File: src/rtl/awm_pkg.sv
package awm_pkg;

  typedef enum logic {
    RESP_GO    = 1'b0,
    RESP_SLEEP = 1'b1
  } wait_resp_e;

  function automatic int unsigned offset_bits(input int unsigned line_bytes);
    return $clog2(line_bytes);
  endfunction

endpackage

File: src/rtl/awm_req_decode.sv
module awm_req_decode #(
  parameter int THREADS = 5,
  parameter int TID_W   = 3
) (
  input  logic               req_valid,
  input  logic [TID_W-1:0]   req_tid,
  output logic [THREADS-1:0] req_hit,
  output logic               req_bad
);
  localparam logic [TID_W:0] TID_LIMIT = (TID_W+1)'(THREADS);

  for (genvar t = 0; t < THREADS; t++) begin : g_hit
    assign req_hit[t] = req_valid && (req_tid == TID_W'(t));
  end

  assign req_bad = req_valid && ({1'b0, req_tid} >= TID_LIMIT);

  always_comb begin
    if (req_bad) begin
      AST_BAD_HITS_NONE: assert (req_hit == '0);
    end
  end
endmodule

File: src/rtl/awm_slot.sv
module awm_slot #(
  parameter int ADDR_W     = 32,
  parameter int LINE_BYTES = 64
) (
  input  logic              clk,
  input  logic              rst_n,
  input  logic              arm_hit,
  input  logic [ADDR_W-1:0] arm_addr,
  input  logic              wait_hit,
  input  logic [ADDR_W-1:0] wait_paddr,
  input  logic              snoop_valid,
  input  logic [ADDR_W-1:0] snoop_addr,
  output logic              wake_ev,
  output logic              refuse_ev
);
  import awm_pkg::*;

  localparam int unsigned OFS_B = offset_bits(LINE_BYTES);
  localparam logic [ADDR_W-1:0] OFS_MASK = ADDR_W'(LINE_BYTES - 1);

  function automatic logic [ADDR_W-1:0] line_of(input logic [ADDR_W-1:0] a);
    return a & ~OFS_MASK;
  endfunction

  logic              armed_q, waiting_q, pending_q;
  logic [ADDR_W-1:0] addr_q, line_q;

  logic [ADDR_W-1:0] snoop_line;
  logic              hit_waiting, hit_early, pend_set;

  assign snoop_line  = line_of(snoop_addr);
  assign hit_waiting = armed_q && waiting_q && (snoop_line == line_q);
  assign hit_early   = armed_q && !waiting_q && (snoop_line == line_of(addr_q));
  assign wake_ev     = snoop_valid && hit_waiting;
  assign pend_set    = snoop_valid && hit_early;
  assign refuse_ev   = wait_hit && pending_q;

  always_ff @(posedge clk) begin
    if (!rst_n) begin
      armed_q   <= 1'b0;
      waiting_q <= 1'b0;
      pending_q <= 1'b0;
      addr_q    <= '0;
      line_q    <= '0;
    end else begin
      if (arm_hit) begin
        armed_q <= 1'b1;
        addr_q  <= arm_addr;
        line_q  <= '0;
      end
      if (wake_ev) waiting_q <= 1'b0;
      if (wait_hit) begin
        if (pending_q) begin
          pending_q <= 1'b0;
        end else begin
          line_q    <= line_of(wait_paddr);
          waiting_q <= 1'b1;
        end
      end
      if (pend_set) pending_q <= 1'b1;
    end
  end

  AST_ARM_ZERO_LINE: assert property (@(posedge clk) disable iff (!rst_n)
    arm_hit && !wait_hit |=> armed_q && (line_q == '0));
  AST_WAIT_ENTERS: assert property (@(posedge clk) disable iff (!rst_n)
    wait_hit && !pending_q |=> waiting_q && ((line_q & OFS_MASK) == '0));
  AST_REFUSE_CONSUMES: assert property (@(posedge clk) disable iff (!rst_n)
    refuse_ev && !pend_set |=> !pending_q);
  AST_REFUSE_KEEPS_WAIT: assert property (@(posedge clk) disable iff (!rst_n)
    refuse_ev && !wake_ev |=> waiting_q == $past(waiting_q));
  AST_WAKE_DROPS_WAIT: assert property (@(posedge clk) disable iff (!rst_n)
    wake_ev && !wait_hit |=> !waiting_q);
  AST_EARLY_PENDS: assert property (@(posedge clk) disable iff (!rst_n)
    pend_set |=> pending_q);
endmodule

File: src/rtl/addr_wait_monitor.sv
module addr_wait_monitor #(
  parameter int THREADS    = 5,
  parameter int ADDR_W     = 32,
  parameter int LINE_BYTES = 64,
  localparam int TID_W     = (THREADS > 1) ? $clog2(THREADS) : 1
) (
  input  logic               clk,
  input  logic               rst_n,
  input  logic               arm_valid,
  input  logic [TID_W-1:0]   arm_tid,
  input  logic [ADDR_W-1:0]  arm_addr,
  input  logic               wait_valid,
  input  logic [TID_W-1:0]   wait_tid,
  input  logic [ADDR_W-1:0]  wait_paddr,
  output logic               wait_resp_valid,
  output logic               wait_resp_sleep,
  input  logic               snoop_valid,
  input  logic [ADDR_W-1:0]  snoop_addr,
  output logic [THREADS-1:0] wake,
  output logic               req_err
);
  import awm_pkg::*;

  logic [THREADS-1:0] arm_hit, wait_hit, wake_vec, refuse_vec;
  logic               arm_bad, wait_bad;
  wait_resp_e         resp_kind;

  awm_req_decode #(.THREADS(THREADS), .TID_W(TID_W)) u_arm_dec (
    .req_valid(arm_valid), .req_tid(arm_tid), .req_hit(arm_hit), .req_bad(arm_bad));

  awm_req_decode #(.THREADS(THREADS), .TID_W(TID_W)) u_wait_dec (
    .req_valid(wait_valid), .req_tid(wait_tid), .req_hit(wait_hit), .req_bad(wait_bad));

  for (genvar t = 0; t < THREADS; t++) begin : g_slot
    awm_slot #(.ADDR_W(ADDR_W), .LINE_BYTES(LINE_BYTES)) u_slot (
      .clk        (clk),
      .rst_n      (rst_n),
      .arm_hit    (arm_hit[t]),
      .arm_addr   (arm_addr),
      .wait_hit   (wait_hit[t]),
      .wait_paddr (wait_paddr),
      .snoop_valid(snoop_valid),
      .snoop_addr (snoop_addr),
      .wake_ev    (wake_vec[t]),
      .refuse_ev  (refuse_vec[t])
    );
  end

  assign resp_kind = (|refuse_vec) ? RESP_GO : RESP_SLEEP;

  always_ff @(posedge clk) begin
    if (!rst_n) begin
      wait_resp_valid <= 1'b0;
      wait_resp_sleep <= 1'b0;
      wake            <= '0;
      req_err         <= 1'b0;
    end else begin
      wait_resp_valid <= |wait_hit;
      wait_resp_sleep <= (|wait_hit) && (resp_kind == RESP_SLEEP);
      wake            <= wake_vec;
      req_err         <= arm_bad || wait_bad;
    end
  end

  AST_WAKE_NEEDS_SNOOP: assert property (@(posedge clk) disable iff (!rst_n)
    (|wake) |-> $past(snoop_valid));
  AST_BAD_WAIT_SILENT: assert property (@(posedge clk) disable iff (!rst_n)
    wait_bad |=> !wait_resp_valid && req_err);
  AST_SLEEP_HAS_VALID: assert property (@(posedge clk) disable iff (!rst_n)
    wait_resp_sleep |-> wait_resp_valid);
endmodule

File: config.mk
export PLATFORM = sky130hd
export DESIGN_NAME = addr_wait_monitor
export DESIGN_NICKNAME = d
export VERILOG_FILES = /design/src/rtl/awm_pkg.sv /design/src/rtl/awm_req_decode.sv /design/src/rtl/awm_slot.sv /design/src/rtl/addr_wait_monitor.sv
export SDC_FILE = /design/constraint.sdc
export NUM_CORES = 1
export LEC_CHECK = 0
export ABC_AREA = 1
export ABC_CLOCK_PERIOD_IN_PS = 1500
export BUFFER_PORTS_ARGS = -buffer_cell sky130_fd_sc_hd__buf_2
export CAP_MARGIN = 10
export CORE_ASPECT_RATIO = 0.5
export CORE_MARGIN = 4
export CORE_UTILIZATION = 55
export DETAILED_ROUTE_END_ITERATION = 6
export PLACE_DENSITY = 0.86
export SYNTH_ARGS = -nofsm -noshare
export SYNTH_HDL_FRONTEND = slang
export SYNTH_SLANG_ARGS = --single-unit
File: constraint.sdc
create_clock -name clk -period 1.5 [get_ports clk]
set_clock_uncertainty 0.15 [all_clocks]
set_input_delay 0.3 -clock clk [delete_from_list [all_inputs] [get_ports clk]]
set_output_delay 0.3 -clock clk [all_outputs]
set_load 0.02 [all_outputs]
==> flow_summary.ini, run 1 <==
[placed_design]
gp_congestion = 1.07
io_buffers = 96
dp_hpwl_um = 45000
dp_cells = 2837

[setup_path]
arrival_ns = 1.08
setup.worst_path.start = wake[1]$_SDFF_PN0_
path_cells = buf_6
crit_family = flip-flops
required_ns = 1.05
worstPathMaxFanout = 1
path_class = reg -> out
critPathBufInv = 1
startpoint_type = flip-flop
endpoint_kind = primary output
r2r_start = g_slot[1].u_slot.line_q[24]$_SDFF_PN0_
cp_slowest_cell = dfxtp_4
slowest_delay_ns = 0.37

[detailed_routing]
drt-pass1-iter-count = 7
dr_total_vias = 17644
first_iter_violations = 2835
vias_per_cell = 6.04
ant_nets = 0
finalWirelength_um = 65100
route.detailed.drc = 4
wl_per_cell_um = 22.3

[global_routing]
grt_usage_pct = 39.8
grt_pass1_vias = 16440
grt_max_degree = 61
antenna_found_initial = 2
overflow = 0
grt_first_pass_wirelength_um = 94800

[clock_network]
cts_buffers = 28
cts_tree = yes
clock_tree.root_cell = clkbuf_16
clkSinkCount = 313
cts_buffer_depth = 3
clkLatencyLatePin_ns = 0.58
htree_levels = 1
path_clk_slew_ns = 0.07

[pwr]
p_int_mw = 14.0
p_comb_share_pct = 15.9
ir_drop_mv = 0.846
switching_share_pct = 27.6
clkPwrFrac_pct = 39.4
p_seq_share_pct = 44.7
powerDensity_mw_per_mm2 = 982
p_leak_nw = 8.53
p_switching_mw = 5.36

[worst_hold_path]
min_path_type = in -> reg
hold_start = wait_paddr[7]

[floorplanning]
fp.dieW_um = 246
dieHeight_um = 127
io_pins = 115
core_area_sq_mm = 0.0278
initial_core_util_pct = 55.9
fp.dieArea_sq_mm = 0.0311
rows = 43

[sta]
layout_setup_ws_ns = -0.0251
relSlewSlack_pct = 62.6
final.setup.tns_ns = -0.0251
hold_violations = 0
rsz0062_at_grt = true
worst_slew_pin_slew_ns = 0.560
period_minus_slack_ns = 1.53
max_freq_mhz = 656
setup_viol = 1
finalMaxSlewViolations = 0
period_share_pct = 102

[synth]
synth_commonest_cells = nand2_1 (584), nor2_1 (387), dfxtp_1 (313)
ys_seq_area_share_pct = 40.4
synth_area_leader_cell = dfxtp_1
synthFlopType = dfxtp_1
synth_top_family_by_area = simple AND/OR/NAND/NOR gates
synth.avg_cell_area_sq_um = 6.85
yosys.area_share.xor_xnor_pct = 6.21
synthSimpleGateAreaFrac_pct = 28.7
synth_top_area_share_pct = 40.4
synth-edff-count = 0
synth_most_common_cell = nand2_1
synth.area.mux_share_pct = 0
syn-num-nets = 2374
synth_top_cells_by_area = dfxtp_1 (40%), nand2_1 (14%), nor2_1 (9.4%)
ys_ff_latch = 313
yosys_warnings = 0
syn-cell-area_sq_mm = 0.0155
synthArstFlopShare_pct = 0
synth.distinct_cells = 33
synth_fa_ha_area_share_pct = 0
syn_inst = 2267
synth-compound-area-share_pct = 15.1

[layout]
stdcell_count = 2922
layout.nets = 2622
syn_to_final_growth_pct = 27.1
drive_gt1_share_pct = 16.7

[status]
violations = design-rule violations, negative setup slack
status = finished, violations left

[run]
drv_cap = 0
power groups by stage:
stage          Combinational, mW  Clock [mW]  Sequential, mW
2_1_floorplan               1.35           0            8.81
3_3_place_gp                2.75           0            8.83
3_5_place_dp                2.78           0            8.84
4_1_cts                     2.87        7.63            8.65
5_1_grt                     3.18        7.92            8.67
6_report                    3.08        7.65            8.66
stage by stage:
stage	setup slack [ns]	util (%)	hold WS [ns]	cell area (sq um)	power (mW)
final	-0.0251	71.1	0.0118	19700	19.4
after global routing	-0.0700	71.1	0.0219	19700	19.8
after CTS	-0.0183	70.3	0.00578	19500	19.1
after detailed placement	-0.319	65.6	0.276	18200	11.6
after global placement	-0.372	65.6	0.275	18200	11.6
after floorplan	0.0333	-	0.254	15500	10.2
timing repair:
item / 4_1_cts / 5_1_grt
setup endpoints to repair: 7 / 20
endpoints found under the hold margin: 120 / 0
setup buffers: 0 / 2
resized for setup: 17 / 63
pin swaps: 1 / 26
hold buffers: 31 / 0
metal layers:
metal,track usage [%],wire length [um],up-vias
li1,-,-,7834
met2,57.5,25700,1419
met4,28.1,6160,2
met3,14.8,10800,489
met5,0,20,-
met1,49.2,22500,7900
final timing paths:
path | slack (ns) | cells after the start | endpoint
worst min-delay path | 0.01 | 4 | g_slot[1].u_slot.line_q[7]$_SDFF_PN0_
worst min register to register | 0.29 | 2 | g_slot[3].u_slot.line_q[2]$_SDFF_PN0_
worst max register to register | 0.01 | 8 | wake[1]$_SDFF_PN0_
worst max-delay path | -0.03 | 1 | wake[1]
kinds of logic after synthesis:
family | after synthesis
and+or+nand+nor | 1107
DFF | 313
AOI/OAI and AO/OA | 372
buffers and inverters | 365
xor gates and xnor gates | 110
flip-flops by register name, indices dropped and copies added (netlist names):
signal	flops
wait_resp_sleep	1
g_slot.u_slot.addr_q	130
g_slot.u_slot.armed_q	5
g_slot.u_slot.pending_q	5
g_slot.u_slot.waiting_q	5
req_err	1
g_slot.u_slot.line_q	160
wake	5
wait_resp_valid	1
final cells by class:
class                           count  area [sq um]
Antenna cell                        5          12.5
Clock buffer                       40           827
Clock inverter                     10           125
Fill cell                        2059          8020
Inverter                          252           948
Multi-Input combinational cell   1589          7930
Sequential cell                   313          6300
Tap cell                          382           478
Timing Repair Buffer              331          3120
cell usage in the layout, fill, tap and decap left out, types with 6 or more instances in the layout:
master         count
nand2_1          576
nor2_1           375
dfxtp_1          296
inv_1            234
o21ai_0          171
buf_4            146
o32ai_1          110
buf_2             88
xnor2_1           64
buf_12            60
a21oi_1           44
xor2_1            43
nand4_1           40
nor3_1            38
dlygate4sd3_1     30
nand3_1           29
o22ai_1           29
clkbuf_16         29
inv_2             14
dfxtp_2           13
nor2_2             9
nand2_2            9
nor2_4             8
nand2_4            7
o21ai_1            7
clkinv_2           7
buf_6              7
o2111ai_1          6
and3_1             6
clkbuf_8           6
(Power assumes the default switching activity.)
==> run 2, diff against run 1 <==
--- a/config.mk
+++ b/config.mk
@@ -14,6 +14,8 @@
 export CORE_UTILIZATION = 55
 export DETAILED_ROUTE_END_ITERATION = 6
 export PLACE_DENSITY = 0.86
+export RECOVER_POWER = 25
 export SYNTH_ARGS = -nofsm -noshare
 export SYNTH_HDL_FRONTEND = slang
+export SYNTH_HIERARCHICAL = 1
 export SYNTH_SLANG_ARGS = --single-unit
==> run 2 against run 1 <==
- the flow finishes with violations (negative setup slack)
- utilization shrank 3.0 points
- hold slack gained 0.0032 ns
- via count grew 0.26%
- combinational power shrank 6.8%
- final cell count grew 7.9%
- cell area grew 0.61%
- wire length shrank 11%
- non-clock buffer count shrank 63
- worst setup slack lost 0.038 ns
- count of clock-buffer cells in the layout shrank 4
- global-route usage shrank 6.0 points
- critical endpoint is now g_slot[4].u_slot/pending_q$_SDFFE_PN0P_
==> flow_summary.ini, run 2 <==
[status]
status = finished, violations left
violations = negative setup slack

[layout]
final-seq-area_sq_mm = 0.00629
layout.nets = 2846
multi_input_area_sq_mm = 0.00857
syn_to_final_growth_pct = 21.3
final_cell_area_sq_mm = 0.0199
layout.cells.most_common = nand2_1
postLayoutCoreUtil_pct = 68.1
drive_gt1_share_pct = 14.7
reg.largest.list = g_slot.u_slot/line_q (160), g_slot.u_slot/addr_q (130)
fill_cells = 2290
final_cell_mix = nand2_1 (655), nor2_1 (385), dfxtp_1 (292)
stdcell_count = 3153
largest_register_ffs = 160
regMostFlops = g_slot.u_slot/line_q

[sta]
whs_ns = 0.0151
setup_viol = 3
final.setup.tns_ns = -0.127
max_freq_mhz = 640
hold_violations = 0
worst_slew_pin_slew_ns = 0.677
finalMaxSlewViolations = 0
layout_setup_ws_ns = -0.0635
relSlewSlack_pct = 54.8
period_share_pct = 104
rsz0062_at_grt = true
period_minus_slack_ns = 1.56

[synth]
synth-edff-count = 0
syn_inst = 2536
syn-cell-area_sq_mm = 0.0164
synth_most_common_cell = nand2_1
yosys_warnings = 6
ys_ff_latch = 313
synth_area_leader_cell = dfxtp_1
synth.avg_cell_area_sq_um = 6.45
syn-num-nets = 2643
synth_top_cells_by_area = dfxtp_1 (38%), nand2_1 (15%), nor2_1 (9.1%)
ys_seq_area_share_pct = 38.3
synth_top_area_share_pct = 38.3
synthFlopType = dfxtp_1
synthArstFlopShare_pct = 0
synth_commonest_cells = nand2_1 (659), nor2_1 (398), dfxtp_1 (313)
synth.distinct_cells = 27

[detailed_routing]
vias_per_cell = 5.61
dr_total_vias = 17690
finalWirelength_um = 57900
route.detailed.drc = 0
wl_per_cell_um = 18.4
first_iter_violations = 2200
ant_nets = 0
drt-pass1-iter-count = 7

[global_routing]
grt_usage_pct = 33.8
use_met3_pct = 7.47
grt_max_degree = 56
antenna_found_initial = 3
grt_pass1_vias = 16254
gr-usage-met1_pct = 42.5
gr-usage-met2_pct = 53.6
grt_first_pass_wirelength_um = 87300
grt_busiest_layer = met2
overflow = 0

[pwr]
power.total_mw = 18.9
switching_share_pct = 28.0
ir_drop_mv = 0.917
p_comb_share_pct = 15.2
p_leak_nw = 8.76
p_seq_share_pct = 46.3
p_switching_mw = 5.31
powerDensity_mw_per_mm2 = 953
clkPwrFrac_pct = 38.5
p_int_mw = 13.6

[placed_design]
dp_hpwl_um = 38800
dp_cells = 3053
gp_congestion = 1.03
placed_area_sq_mm = 0.0183
place_ws_ns = -0.411
io_buffers = 96

[floorplanning]
fp.dieArea_sq_mm = 0.0327
rows = 44
dieHeight_um = 130
core_area_sq_mm = 0.0292
fp.dieW_um = 252
initial_core_util_pct = 56.1
io_pins = 115

[clock_network]
clkSinkCount = 313
clock_tree.root_cell = clkbuf_16
path_clk_slew_ns = 0.07
htree_levels = 1
clkLatencyLatePin_ns = 0.58
cts_tree = yes
cts_buffers = 28
cts_buffer_depth = 3

[run]
drv_cap = 0

[setup_path]
path_cells = xnor2_1 -> nand2_1 -> nor3_1 -> nand2_1 -> nor2_1 -> nand2_1 -> a21oi_2
setup.worst_path.start = g_slot[4].u_slot/addr_q[13]$_SDFFE_PN0P_
required_ns = 1.85
reg2reg_slack_ns = -0.06
startpoint_type = flip-flop
arrival_ns = 1.92
r2r_cells = 7
slowest_delay_ns = 0.38
endpoint_kind = flip-flop
worstPathMaxFanout = 2
timing.rr.end = g_slot[4].u_slot/pending_q$_SDFFE_PN0P_
r2r_start = g_slot[4].u_slot/addr_q[13]$_SDFFE_PN0P_
cp_slowest_cell = dfxtp_1
cp_common_cell = nand2_1
path_class = reg -> reg

[worst_hold_path]
hold_path_depth = 3
hold-path-endpoint = g_slot[0].u_slot/line_q[15]$_SDFF_PN0_
min_path_type = in -> reg
hold_start = wait_paddr[15]
-- run 2: logic make-up after synthesis --
kind of cell | after synthesis | share of synthesized area (%)
xor+xnor | 150 | 8.03
simple gates | 1204 | 29.7
flops | 313 | 38.3
buf+inv | 428 | 10.3
compound gates | 441 | 13.7
-- run 2: worst max-delay path by stage --
stage	end	slack, ns	cells past startpoint
2_1_floorplan	g_slot[0].u_slot/line_q[10]$_SDFF_PN0_	0.02	9
3_3_place_gp	g_slot[2].u_slot/pending_q$_SDFFE_PN0P_	-0.41	8
3_5_place_dp	g_slot[2].u_slot/pending_q$_SDFFE_PN0P_	-0.41	8
4_1_cts	wake[0]	0.003	1
5_1_grt	wake[0]$_SDFF_PN0_	-0.14	9
6_report	g_slot[4].u_slot/pending_q$_SDFFE_PN0P_	-0.06	7
-- run 2: timing repair --
action,CTS,global route
pin swaps,1,34
setup buffers,1,3
hold endpoints to repair,193,0
endpoints found under the setup margin,7,46
gates resized for setup,12,80
hold buffers,43,0
-- run 2: layer usage --
metal	vias up	share of wire [%]
met5	-	0
met4	0	7.0
met3	280	12
met2	1052	43
met1	8045	38
li1	8313	-
-- run 2: worst max-delay path: cells and delay by family (launching register included) --
kind | cells | cell delay, ns
XOR/XNOR | 1 | 0.15
flip-flops | 1 | 0.38
AO/OA/AOI/OAI | 1 | 0.12
AND/OR/NAND/NOR | 5 | 0.70
-- run 2: area by class of cell --
class,count,share of cell area (%)
flip-flops and latches,313,31.7
diodes,6,0.0756
clock buffers,36,3.88
inverters,333,6.37
clock inverters,11,0.611
repair buffers,268,11.7
multi-input cells,1795,43.2
well taps,391,2.46
-- run 2: power groups by stage --
stage / clock (mW) / sequential, mW / combinational [mW]
2_1_floorplan: 0 / 8.89 / 1.41
3_3_place_gp: 0 / 8.92 / 2.56
3_5_place_dp: 0 / 8.93 / 2.61
4_1_cts: 7.28 / 8.74 / 2.72
5_1_grt: 7.65 / 8.78 / 3.08
6_report: 7.29 / 8.76 / 2.87
